===== config.mk =====
export PLATFORM = sky130hd
export DESIGN_NAME = burst_addr_seq
export DESIGN_NICKNAME = d
export VERILOG_FILES = /design/src/rtl/burst_seq_pkg.sv /design/src/rtl/burst_beat_ctr.sv /design/src/rtl/burst_low_calc.sv /design/src/rtl/burst_addr_seq.sv
export SDC_FILE = /design/constraint.sdc
export NUM_CORES = 1
export LEC_CHECK = 0
export ABC_AREA = 1
export BUFFER_PORTS_ARGS = -buffer_cell sky130_fd_sc_hd__buf_4
export CAP_MARGIN = 40
export CORE_MARGIN = 2
export CORE_UTILIZATION = 48
export DETAILED_ROUTE_END_ITERATION = 12
export GPL_ROUTABILITY_DRIVEN = 1
export PLACE_DENSITY = 0.81
export SLEW_MARGIN = 20
export SYNTH_ARGS = -nofsm -noshare
export SYNTH_HDL_FRONTEND = slang
export SYNTH_SLANG_ARGS = --single-unit
export TNS_END_PERCENT = 5

===== constraint.sdc =====
create_clock -name clk -period 1.97 [get_ports clk]
set_input_delay 0.394 -clock clk [delete_from_list [all_inputs] [get_ports clk]]
set_output_delay 0.394 -clock clk [all_outputs]
set_load 0.01 [all_outputs]

===== src/rtl/burst_seq_pkg.sv =====
package burst_seq_pkg;
  localparam int unsigned BEAT_W = 2;
  typedef logic [BEAT_W-1:0] beat_t;
  typedef enum logic {ORD_LINEAR = 1'b0, ORD_INTERLEAVE = 1'b1} order_e;
endpackage


===== src/rtl/burst_beat_ctr.sv =====
module burst_beat_ctr
  import burst_seq_pkg::*;
(
  input  logic  clk,
  input  logic  rst,
  input  logic  en,
  input  logic  load,
  output beat_t beat
);
  always_ff @(posedge clk) begin
    if (rst)       beat <= '0;
    else if (en) begin
      if (load)    beat <= '0;
      else         beat <= beat + beat_t'(1);
    end
  end

  // reset clears the beat count
  p_beat_reset_r1: assert property (@(posedge clk) rst |=> beat == '0);
  // the count holds while the clock enable is off
  p_beat_hold_r7: assert property (@(posedge clk) disable iff (rst)
    !en |=> $stable(beat));
endmodule


===== src/rtl/burst_low_calc.sv =====
module burst_low_calc
  import burst_seq_pkg::*;
(
  input  beat_t  start,
  input  beat_t  next_beat,
  input  order_e order,
  output beat_t  low
);
  always_comb begin
    unique case (order)
      ORD_INTERLEAVE: low = start ^ next_beat;
      default:        low = start + next_beat;
    endcase
  end
endmodule


===== src/rtl/burst_addr_seq.sv =====
module burst_addr_seq
  import burst_seq_pkg::*;
#(
  parameter int unsigned AW = 17
) (
  input  logic          clk,
  input  logic          rst,
  input  logic          cke_n,
  input  logic          adv_ld,
  input  logic          order_sel,
  input  logic [AW-1:0] ext_addr,
  output logic [AW-1:0] cur_addr
);
  localparam int unsigned UPW = AW - BEAT_W;

  logic          en;
  logic          load;
  beat_t         beat;
  beat_t         start_q;
  beat_t         low_nxt;
  logic [UPW-1:0] upper_q;
  beat_t         low_q;

  assign en   = !cke_n;
  assign load = !adv_ld;

  burst_beat_ctr u_ctr (
    .clk (clk),
    .rst (rst),
    .en  (en),
    .load(load),
    .beat(beat)
  );

  burst_low_calc u_calc (
    .start    (start_q),
    .next_beat(beat + beat_t'(1)),
    .order    (order_e'(order_sel)),
    .low      (low_nxt)
  );

  always_ff @(posedge clk) begin
    if (rst) begin
      upper_q <= '0;
      start_q <= '0;
      low_q   <= '0;
    end else if (en) begin
      if (load) begin
        upper_q <= ext_addr[AW-1:BEAT_W];
        start_q <= ext_addr[BEAT_W-1:0];
        low_q   <= ext_addr[BEAT_W-1:0];
      end else begin
        low_q   <= low_nxt;
      end
    end
  end

  assign cur_addr = {upper_q, low_q};

  // reset clears the address
  p_addr_reset_r1: assert property (@(posedge clk) rst |=> cur_addr == '0);
  // a load captures the external address
  p_load_capture_r2: assert property (@(posedge clk) disable iff (rst)
    (en && load) |=> cur_addr == $past(ext_addr));
  // the upper bits do not move on an advance
  p_upper_fixed_r3: assert property (@(posedge clk) disable iff (rst)
    (en && !load) |=> cur_addr[AW-1:BEAT_W] == $past(cur_addr[AW-1:BEAT_W]));
  // the address holds while the clock enable is off
  p_addr_hold_r7: assert property (@(posedge clk) disable iff (rst)
    !en |=> $stable(cur_addr));
  // in interleaved order, one step from the start flips bit 0
  p_ilv_first_r5: assert property (@(posedge clk) disable iff (rst)
    (en && !load && order_sel && beat == '0) |=>
      cur_addr[BEAT_W-1:0] == ($past(cur_addr[BEAT_W-1:0]) ^ beat_t'(1)));
endmodule


# ---- Word-level counts from Yosys, hierarchy flattened
# Index checks and enable logic that the tools add are counted.
dict set report totals {
  regBits 21
  out_inout_bits 17
  input_bits 22
  word_cells 13
}
dict set report classes {
  muxes 3
  addsub 2
  bitwise 3
  n_reduce_logical 1
}
# operator count
set op_table {}
lappend op_table {{2-bit 2-to-1 mux} 3}
lappend op_table {{2-bit by 1-bit adder with 2-bit output (second input constant)} 1}
lappend op_table {{2-bit adder} 1}
lappend op_table {{1-bit inverter} 2}
lappend op_table {{2-bit AND reduction} 1}
lappend op_table {{2-bit XOR} 1}

# ---- Longest topological paths before layout
# Gate-level depths: netlist (run 1).
dict set report logic_depth {
  depth_word 4
  mapped_depth 10
  mapped_depth_nobuf 10
}

# ---- Cells and area by module
# A second synthesis (run 1) with hierarchy kept.
dict set report unflattened {
  hier_cells 121
  area_unflattened_um2 864.6
}
# mod cells_each instances area_per_inst_um2 seq_area_each_um2
set modules_own_cells {}
lappend modules_own_cells {burst_addr_seq 90 1 700.7 380.4}
lappend modules_own_cells {burst_beat_ctr 16 1 96.3 40.0}
lappend modules_own_cells {burst_low_calc 15 1 67.6 0.0}

# ---- Worst setup path before layout (run 1)
# OpenSTA, ideal clock, no wires.
dict set report synth_path {
  kind {register to register}
  from {reg u_ctr.beat[0]}
  to {reg low_q[1]}
  required_ns 1.861
  setup_slack_ns 0.888
  period_less_slack_ns 1.082
  arrival_time_ns 0.973
  path_buffers 0
  stages_incl_launch_ff 11
  cell_sequence {dfxtp_1 -> inv_1 -> ha_1 -> nand2_1 -> nand2_1 -> nand2_1 -> inv_1 -> nand2_1 -> nand3_1 -> nand2_1 -> inv_1}
}
dict set report synth_via {
  elab_chain_len 4
  elab_cells_between_ends 5
}
# element line
set synth_lines {}
lappend synth_lines {{start: declaration} burst_beat_ctr.sv:8} ;# output beat_t beat
lappend synth_lines {{start signal: assignment} burst_beat_ctr.sv:14} ;# else beat <= beat + beat_t'(1);
lappend synth_lines {{2-bit by 1-bit adder with 2-bit output *} burst_addr_seq.sv:37} ;# .next_beat(beat + beat_t'(1)),
lappend synth_lines {{2-bit adder / 2-bit XOR (equally long branches)} {burst_low_calc.sv:12, burst_low_calc.sv:11}}
lappend synth_lines {{2-bit 2-to-1 mux *} burst_low_calc.sv:10} ;# unique case (order)
lappend synth_lines {{2-bit 2-to-1 mux *} burst_addr_seq.sv:48} ;# if (load) begin
lappend synth_lines {{end signal: assignment} burst_addr_seq.sv:51} ;# low_q <= ext_addr[BEAT_W-1:0];
lappend synth_lines {{end signal: assignment} burst_addr_seq.sv:53} ;# low_q <= low_nxt;
lappend synth_lines {{end: declaration} burst_addr_seq.sv:22} ;# beat_t low_q;
# Mark *: on every way between the ends. The rest lies on a longest branch, timed or not.
# A chain may end at the register's enable or synchronous reset.

# ---- Worst setup path after layout (run 1)
# Same ends and word-level chain as after synthesis.

==> key figures, run 1 <==
Job
  – Max-cap violations: 0

Global routing
  – Gr ovfl total: 0
  – Largest net degree at the start of global routing: 20
  – Total GRT Usage: 0.201
  – Busiest grt layer: met2
  – Met3 usage: 0.0231
  – Initial antenna violation count: 0
  – Met1 Track Usage GR: 0.239
  – First-pass GRT wire length: between 3000 and 4000 um
  – Met2 usage: 0.340
  – Vias in the first global route: roughly 800

Worst setup path
  – Buf/Inv on CP: 3
  – CP max stage cell: dfxtp_1
  – WP data required: about 2.2 ns
  – Crit-path cells: inv_1 > ha_1 > nand2_1 > nand2_1 > nand2_1 > inv_1 > nand2_1 > nand3_1 > nand2_1 > inv_1
  – Crit path max-delay family: flip-flops
  – Crit path kind: flop to flop
  – Setup crit start kind: flop
  – Crit end category: flop
  – Critical Path Fanout Max: 5
  – Crit-path max cell delay: 0.37 ns
  – Arrival time at the worst endpoint: around 1.4 ns
  – CP most frequent cell: nand2_1

Layout
  – Filler instances: 162
  – Layout area overhead: 34.8%
  – Final layout net count: roughly 180
  – Share of post-route cells with drive strength above 1: 0.368
  – Area taken by multi-input logic gates: between 300 and 400 um2
  – Sequential cell area: between 400 and 500 um2
  – Inserted Diodes: 0

Timing
  – Min Tclk post-route: roughly 1.2 ns
  – Worst-Margin Slew: about 0.45 ns
  – RSZ-0062 raised after global routing: no
  – Final setup fails: 0
  – Final worst-path cycle share: 0.617
  – Achievable Freq: 822 MHz
  – Post-route setup TNS: 0 ns
  – Clk_skew: around 0.0021 ns
  – Fin. Hold Viols: 0
  – Slew Viols, Final: 0
  – Hold_ws: 0.255 ns
  – Relative slew slack: 0.703

Yosys
  – FF+latch count, synth: 21
  – Sequential share of the synthesized area: 0.477
  – Post-Syn Area: 882 um2
  – Synthesized area per cell: ~8 um2
  – Ys Warns: 0
  – Mapped Cells: 113
  – Synth unique cells: 18
  – Synthesized Nets: around 140

Floorplanning
  – Floorplan core area: between 0.0015 and 0.002 mm2
  – Die height: between 40 and 50 um
  – Starting density of the core: 0.511
  – DIE WIDTH: approximately 47 um
  – I/O pin count: 39
  – Rows: 15
  – Die area: roughly 0.0022 mm2

Detailed routing
  – Vias: roughly 850
  – Antenna-violating nets left: 0
  – Via density: about 4.8
  – Detailed Route WL: between 1500 and 2000 um
  – Remaining DRCs: 0
  – Post-DR wirelength/cell: 11.0 um
  – 1st-pass router iterations: 4
  – DRT iter0 DRCs: 8

CTS
  – Number of buffers added for setup after CTS: 0
  – CTS Hold Bufs: 0
  – CTS tree: yes
  – H-tree depth: 1
  – Cts repair resizes: 0
  – Clock tree root buffer cell: clkbuf_4
  – CTS buffer count: 3
  – Clock slew at reported path FFs: about 0.11 ns
  – Clk_lat worst skew: ~0.31 ns
  – Clock buffer depth: 2
  – TritonCTS Sinks: 21

Placement
  – GPL Wtd Cong: about 0.74
  – PortBufs: 38
  – DP Wirelength: ~1500 um

Pwr
  – Leakage: 0.000581 uW
  – PwrDens: approximately 700 mW/mm2
  – Max IR drop VDD: around 0.4 mV

Min path
  – Hold Path Class: input port to flop

Run status
  – Status: finished clean
==> power by group <==
part	internal, uW	switching (uW)
Combinational	78.3	77.6
Clock	79.2	129
Sequential	452	15.0
Total	609	221
==> worst reg2reg max path, cell delays in order, from the launching register on <==
cell and delay [ns]:
dfxtp_1 0.37, inv_1 0.10, ha_1 0.23, nand2_1 0.07
nand2_1 0.04, nand2_1 0.07, inv_1 0.05, nand2_1 0.05
nand3_1 0.06, nand2_1 0.06, inv_1 0.04
==> per-layer routing <==
metal	share of wire	vias up
met1	0.42	388
li1	-	431
met2	0.51	27
met5	0	-
met4	0.031	0
met3	0.042	7
==> synthesized netlist by cell type (all sizes together) <==
cell type / count / area, um2
a21oi: 4 / 23.8
a22oi: 1 / 7.51
buf: 2 / 31.3
clkbuf: 1 / 5.00
dfxtp: 21 / 420
ha: 1 / 12.5
inv: 10 / 40.0
nand2: 19 / 73.8
nand3: 4 / 20.0
nor2: 34 / 168
o21ai: 16 / 80.1
==> cells in the final DEF, fill, tap and decap left out, drive strengths merged <==
cell type,netlist,final
a22oi,1,1
o21ai,16,16
ha,1,1
a21oi,4,4
buf,2,38
nor2,34,34
dfxtp,21,21
nand3,4,4
inv,10,10
clkbuf,1,4
nand2,19,19
==> worst paths after layout <==
| check | start | cells after the start | slack, ns | end |
|---|---|---|---|---|
| worst max-delay path | u_ctr.beat[0] | 10 | 0.75 | low_q[1] |
| worst min-delay path | rst | 2 | 0.25 | start_q[1] |
| worst max register to register | u_ctr.beat[0] | 10 | 0.75 | low_q[1] |
| worst min register to register | start_q[0] | 2 | 0.48 | start_q[0] |
==> flip-flops by register name, summed over array words and instances, names as in the netlist <==
register	count
low_q	2
start_q	2
u_ctr.beat	2
upper_q	15
==> cell families (layout without fill, tap and decap cells) <==
kind of cell | Yosys count | count (layout) | synth area share
buffers and inverters | 13 | 52 | 0.0865
adder cells (fa/ha/maj) | 1 | 1 | 0.0142
AO/OA/AOI/OAI | 21 | 21 | 0.126
AND/OR/NAND/NOR | 57 | 57 | 0.296
flip-flops | 21 | 21 | 0.477
==> stage by stage <==
stage          power (uW)  std cells  setup slack [ns]  utilization  area [um2]
2_1_floorplan         553        113             0.888            -         882
3_3_place_gp          628        173             0.577        0.673        1160
3_5_place_dp          633        173             0.553        0.673        1160
4_1_cts               839        177             0.743        0.688        1190
5_1_grt               868        177             0.642        0.688        1190
6_report              830        177             0.754        0.688        1190
==> layout make-up <==
cell class | instances | share of cell area
well taps | 25 | 0.0263
flip-flops and latches | 21 | 0.354
inverters | 10 | 0.0337
clock buffers | 4 | 0.0221
repair buffers | 38 | 0.240
multi-input cells | 79 | 0.324
(Power assumes the default switching activity.)
==> inputs of run 2 (changes only) <==
--- a/config.mk
+++ b/config.mk
@@ -9,10 +9,10 @@
 export BUFFER_PORTS_ARGS = -buffer_cell sky130_fd_sc_hd__buf_4
 export CAP_MARGIN = 40
 export CORE_MARGIN = 2
-export CORE_UTILIZATION = 48
+export CORE_UTILIZATION = 40
 export DETAILED_ROUTE_END_ITERATION = 12
 export GPL_ROUTABILITY_DRIVEN = 1
-export PLACE_DENSITY = 0.81
+export PLACE_DENSITY = 0.72
 export SLEW_MARGIN = 20
 export SYNTH_ARGS = -nofsm -noshare
 export SYNTH_HDL_FRONTEND = slang
==> constraint.sdc (replaced) <==
create_clock -name clk -period 1 [get_ports clk]
set_input_delay 0.2 -clock clk [delete_from_list [all_inputs] [get_ports clk]]
set_output_delay 0.2 -clock clk [all_outputs]
set_load 0.01 [all_outputs]
==> run 2 against run 1 <==
Compared with the run above: the run now ends with setup timing left; utilization shrank 6.4 points; total power grew 110%; via count grew 2.5%; combinational power grew 130%; first-iteration DRC count grew 110%; register-to-register slack lost 0.78 ns; sequential power grew 100%; clock power grew 98%; hold slack lost 0.17 ns; non-clock buffer count grew 6; largest power group unchanged.
==> key figures, run 2 (synthesis results as in run 1) <==
Pwr
  – Gate power share: 0.211 (+0.023)
  – Net Sw Frac: 0.267 (+0.000572)
  – Max IR drop VDD: 0.976 mV (+150%)
  – PwrDens: 1270 mW/mm2 (+82%)
  – Sequential power share: 0.549 (-0.013)
  – Leakage: 0.000631 uW (+8.5%)
  – Clock power frac: 0.241 (-0.009)
  – P_sw: 456 uW (+110%)
  – Power Internal: 1250 uW (+110%)

Floorplanning
  – Starting density of the core: 0.411 (-0.100)
  – Floorplan core area: 0.00215 mm2 (+24%)
  – Die height: 51.0 um (+8.7%)
  – Die area: 0.00260 mm2 (+18%)
  – Rows: 17 (+2)
  – I/O pin count: 39 (unchanged)
  – DIE WIDTH: 51.0 um (+8.7%)

Global routing
  – Initial antenna violation count: 0 (unchanged)
  – Total GRT Usage: 0.157 (-0.0441)
  – Gr ovfl total: 0 (unchanged)
  – Vias in the first global route: 774 (-2.6%)
  – First-pass GRT wire length: 3140 um (+2.2%)
  – Largest net degree at the start of global routing: 18 (-10%)

Worst setup path
  – Reg2Reg Setup Slack: -0.03 ns (-0.78 ns)
  – CP max stage cell: dfxtp_2
  – WP data required: 1.21 ns (-0.98 ns)
  – Crit-path max cell delay: 0.35 ns (-0.02 ns)
  – Crit end category: flop
  – Crit path max-delay family: flip-flops
  – Critical Path Fanout Max: 2 (-3)
  – Crit path kind: flop to flop
  – Buf/Inv on CP: 3 (unchanged)
  – CP most frequent cell: nand2_1
  – Crit-path cells: inv_2 > ha_4 > nand2_2 > nand2_1 > nand2_1 > inv_1 > nand2_1 > nand3_1 > nand2_1 > inv_1
  – R2r startpoint: u_ctr.beat[0]
  – Reg2Reg Depth: 10 (unchanged)
  – Worst r2r dst: low_q[1]
  – Arrival time at the worst endpoint: 1.24 ns (-0.19 ns)
  – Setup crit start kind: flop

Layout
  – Final core utilization: 0.624 (-0.0641)
  – Top reg by flops: upper_q
  – Most frequent cells in the layout: buf_4, nor2_1, dfxtp_2, nand2_1, buf_6
  – Layout area overhead: 52.1%
  – Inserted Diodes: 0 (unchanged)
  – Max reg flops: 15 (unchanged)
  – Most common cell after layout, fill and taps aside: buf_4
  – Share of post-route cells with drive strength above 1: 0.538 (+0.170)
  – Final layout net count: 182 (+3.4%)

Placement
  – PortBufs: 38 (unchanged)
  – DP Wirelength: 1470 um (+1.3%)
  – GPL Wtd Cong: 0.813 (+10%)

Timing
  – Setup ws final: -0.0262 ns (-0.780 ns)
  – Final worst-path cycle share: 1.03 (+0.409)
  – RSZ-0062 raised after global routing: yes
  – Clk_skew: 0.00602 ns (+0.00394 ns)
  – Post-route setup TNS: -0.0262 ns (-0.0262 ns)
  – Min Tclk post-route: 1.03 ns (-0.190 ns)
  – Fin. Hold Viols: 0 (unchanged)
  – Relative slew slack: 0.837 (+0.134)
  – Final setup fails: 1 (+1)
  – Achievable Freq: 974 MHz (+18%)
  – Worst-Margin Slew: 0.245 ns (-0.200 ns)
  – Slew Viols, Final: 0 (unchanged)

Min path
  – Min-Delay Startpoint: rst
  – Hold endpoint: start_q[1]
  – Hold Path Class: input port to flop
  – WHS Path Cells: 2 (unchanged)

Detailed routing
  – Via density: 4.70 (-2.5%)
  – DRT iter0 DRCs: 17 (+9)
  – Vias: 874 (+2.5%)
  – Antenna-violating nets left: 0 (unchanged)
  – 1st-pass router iterations: 4 (unchanged)
  – Post-DR wirelength/cell: 10.7 um (-3.4%)
  – Detailed Route WL: 1980 um (+1.5%)
  – Remaining DRCs: 0 (unchanged)

CTS
  – Clock buffer depth: 2 (unchanged)
  – H-tree depth: 1 (unchanged)
  – Clk_lat worst skew: 0.30 ns (about the same)
  – CTS tree: yes
  – Clock slew at reported path FFs: 0.12 ns (about the same)
  – CTS Hold Bufs: 0 (unchanged)
  – CTS buffer count: 3 (unchanged)
  – Clock tree root buffer cell: clkbuf_4
  – TritonCTS Sinks: 21 (unchanged)

Run status
  – Violated checks: setup timing
  – Status: finished, violations left

Job
  – Max-cap violations: 0 (unchanged)
==> run 2: worst max path at each step <==
stage / end / startpoint / slack [ns] / cells past startpoint
detailed placement: low_q[1] / u_ctr.beat[0] / -0.03 / 10
floorplan: low_q[1] / u_ctr.beat[0] / 0.001 / 10
global placement: low_q[1] / u_ctr.beat[0] / 0.009 / 10
CTS: low_q[1] / u_ctr.beat[0] / -0.05 / 10
finish: low_q[1] / u_ctr.beat[0] / -0.03 / 10
global route: low_q[1] / u_ctr.beat[0] / -0.14 / 9
==> run 2: metal layers <==
| metal | global-route usage | up-vias | share of wire |
|---|---|---|---|
| met5 | 0 | - | 0 |
| met4 | 0.0135 | 0 | 0 |
| met3 | 0.0556 | 0 | 0.073 |
| met2 | 0.279 | 32 | 0.49 |
| met1 | 0.187 | 395 | 0.43 |
| li1 | - | 447 | - |
==> run 2: power by group through the flow <==
stage	sequential [uW]	combinational (uW)	clock (uW)
floorplan	958	136	0
global placement	937	327	0
detailed placement	938	335	0
CTS	923	337	427
global route	944	397	469
finish	937	360	411
==> run 2: what timing repair did <==
action	in CTS	in global routing
pin swaps	3	2
hold endpoints to repair	0	0
endpoints found under the setup margin	5	20
setup buffers	0	0
gates resized for setup	5	30
==> run 2: per-stage QoR <==
step / hold WS [ns] / instances / setup slack, ns / power, uW / instance area (um2)
2_1_floorplan: 0.262 / 113 / 0.00115 / 1090 / 896
3_3_place_gp: 0.397 / 182 / 0.00925 / 1260 / 1220
3_5_place_dp: 0.401 / 182 / -0.0286 / 1270 / 1220
4_1_cts: 0.0730 / 186 / -0.0471 / 1690 / 1260
5_1_grt: 0.0543 / 186 / -0.143 / 1810 / 1340
6_report: 0.0830 / 186 / -0.0262 / 1710 / 1340
==> run 2: cell type report <==
type	instances	area, um2
fillers	190	807
flip-flops and latches	21	443
multi-input cells	79	403
repair buffers	44	390
inverters	10	40.0
well taps	28	35.0
clock buffers	3	22.5
clock inverters	1	7.51
==> inputs of run 3 (changes only) <==
--- a/config.mk
+++ b/config.mk
@@ -8,6 +8,7 @@
 export ABC_AREA = 1
 export BUFFER_PORTS_ARGS = -buffer_cell sky130_fd_sc_hd__buf_4
 export CAP_MARGIN = 40
+export CORE_ASPECT_RATIO = 1.1
 export CORE_MARGIN = 2
 export CORE_UTILIZATION = 40
 export DETAILED_ROUTE_END_ITERATION = 12
==> run 3 against run 2 <==
Compared with the run above: the flow still finishes with violations (setup timing); register-to-register slack about the same; sequential power down 0.9%; count of clock-buffer cells in the layout up 1; hold slack worse by 0.014 ns; critical endpoint unchanged; largest cell class unchanged.
==> key figures, run 3 (synthesis results as in run 1) <==
Run status
  – Status: finished, violations left
  – Violated checks: setup timing

CTS
  – CTS buffer count: 3 (unchanged)
  – Clock tree root buffer cell: clkbuf_4
  – Clock buffer depth: 2 (unchanged)
  – Number of buffers added for setup after CTS: 0 (unchanged)
  – Clock slew at reported path FFs: 0.11 ns (about the same)
  – Clk_lat worst skew: 0.30 ns (about the same)
  – H-tree depth: 1 (unchanged)
  – CTS Hold Bufs: 0 (unchanged)
  – TritonCTS Sinks: 21 (unchanged)
  – CTS tree: yes

Detailed routing
  – Detailed Route WL: 2080 um (+4.6%)
  – 1st-pass router iterations: 5 (+1)
  – DRT iter0 DRCs: 12 (-5)
  – Vias: 867 (-0.80%)
  – Remaining DRCs: 0 (unchanged)
  – Post-DR wirelength/cell: 11.0 um (+3.5%)
  – Via density: 4.61 (-1.9%)
  – Antenna-violating nets left: 0 (unchanged)

Layout
  – Most common cell after layout, fill and taps aside: buf_4
  – Top reg by flops: upper_q
  – Area taken by multi-input logic gates: 403 um2 (unchanged)
  – Max reg flops: 15 (unchanged)
  – Final core utilization: 0.642 (+0.0172)
  – Layout area overhead: 48.5%
  – Most frequent cells in the layout: buf_4, nor2_1, nand2_1, dfxtp_2, nor2_2
  – Sequential cell area: 438 um2 (-1.1%)
  – Inserted Diodes: 0 (unchanged)
  – Share of post-route cells with drive strength above 1: 0.513 (-0.0255)
  – Filler instances: 189 (-0.53%)
  – Fin area: 0.00131 mm2 (-2.3%)
  – Final layout net count: 184 (+1.1%)

Min path
  – Min-Delay Startpoint: rst
  – Hold endpoint: start_q[1]
  – WHS Path Cells: 2 (unchanged)
  – Hold Path Class: input port to flop

Pwr
  – Final Power: 1680 uW (-1.4%)
  – PwrDens: 1290 mW/mm2 (+0.92%)
  – Leakage: 0.000631 uW (about the same)
  – Max IR drop VDD: 0.867 mV (-11%)

Floorplanning
  – Starting density of the core: 0.432 (+0.0214)
  – I/O pin count: 39 (unchanged)
  – Die area: 0.00260 mm2 (about the same)
  – Floorplan core area: 0.00204 mm2 (-5.0%)
  – Rows: 17 (unchanged)
  – Die height: 53.3 um (+4.5%)
  – DIE WIDTH: 48.8 um (-4.3%)

Timing
  – Post-route setup TNS: -0.0121 ns (+0.0141 ns)
  – Final setup fails: 1 (unchanged)
  – Worst-Margin Slew: 0.239 ns (-0.00587 ns)
  – Slew Viols, Final: 0 (unchanged)
  – Min Tclk post-route: 1.01 ns (-0.0141 ns)
  – Achievable Freq: 988 MHz (+1.4%)
  – RSZ-0062 raised after global routing: yes
  – Clk_skew: 0.00523 ns (-0.000782 ns)
  – Final worst-path cycle share: 1.01 (-0.0141)
  – Fin. Hold Viols: 0 (unchanged)
  – Relative slew slack: 0.840 (+0.00354)
  – Setup ws final: -0.0121 ns (+0.0141 ns)

Placement
  – GPL Wtd Cong: 0.811 (-0.16%)
  – PortBufs: 38 (unchanged)
  – Post-DP Area: 0.00124 mm2 (+1.2%)
  – DP Wirelength: 1540 um (+4.7%)

Global routing
  – Total GRT Usage: 0.164 (+0.00721)
  – Largest net degree at the start of global routing: 18 (unchanged)
  – Vias in the first global route: 803 (+3.7%)
  – Initial antenna violation count: 0 (unchanged)
  – First-pass GRT wire length: 3310 um (+5.5%)
  – Gr ovfl total: 0 (unchanged)

Worst setup path
  – WP data required: 1.22 ns (about the same)
  – R2r startpoint: u_ctr.beat[0]
  – Setup crit start kind: flop
  – Crit end category: flop
  – Reg2Reg Depth: 10 (unchanged)
  – Reg2Reg Setup Slack: -0.01 ns (about the same)
  – Critical Path Fanout Max: 2 (unchanged)
  – Arrival time at the worst endpoint: 1.23 ns (about the same)
  – Worst r2r dst: low_q[1]
  – Crit path kind: flop to flop

Job
  – Max-cap violations: 0 (unchanged)
==> run 3: how the worst max path moves through the flow <==
stage	start	end	slack, ns	cells after the start
floorplan	u_ctr.beat[0]	low_q[1]	0.001	10
global placement	cke_n	upper_q[8]	0.006	5
detailed placement	u_ctr.beat[0]	low_q[1]	-0.03	10
CTS	u_ctr.beat[0]	low_q[1]	-0.03	10
global route	u_ctr.beat[0]	low_q[1]	-0.15	10
finish	u_ctr.beat[0]	low_q[1]	-0.01	10
==> run 3: critical path: stages, from the launching register on <==
cell	delay, ns
dfxtp_2	0.35
inv_2	0.05
ha_4	0.15
nand2_2	0.04
nand2_1	0.04
nand2_1	0.07
inv_1	0.04
nand2_1	0.05
nand3_1	0.06
nand2_1	0.06
inv_1	0.03
==> run 3: stage by stage <==
step,std cells,hold WS [ns],setup WS [ns]
detailed placement,184,0.394,-0.0318
CTS,188,0.0612,-0.0337
global placement,184,0.396,0.00562
global route,188,0.0541,-0.149
finish,188,0.0693,-0.0121
floorplan,113,0.262,0.00115
==> run 3: routing by layer <==
layer / global-route usage / share of wire / up-vias
met3: 0.0395 / 0.055 / 2
met1: 0.196 / 0.43 / 385
met5: 0 / 0 / -
met2: 0.290 / 0.51 / 29
li1: - / - / 451
met4: 0.0571 / 0.0067 / 0
==> run 3: what timing repair did <==
item                                   4_1_cts  5_1_grt
pin swaps                                    3        1
resized for setup                            2       19
setup endpoints to repair                    1       15
endpoints found under the hold margin        0        0
==> run 3: layout make-up <==
| type | count | share of cell area |
|---|---|---|
| multi-input cells | 79 | 0.308 |
| well taps | 28 | 0.0267 |
| flip-flops and latches | 21 | 0.334 |
| clock buffers | 4 | 0.0201 |
| inverters | 10 | 0.0306 |
| repair buffers | 46 | 0.281 |
==> run 3: report_power, final <==
part,internal (uW),switching [uW],total [uW]
Combinational,189,163,352
Clock,155,247,403
Sequential,897,31.9,929
Total,1240,442,1680
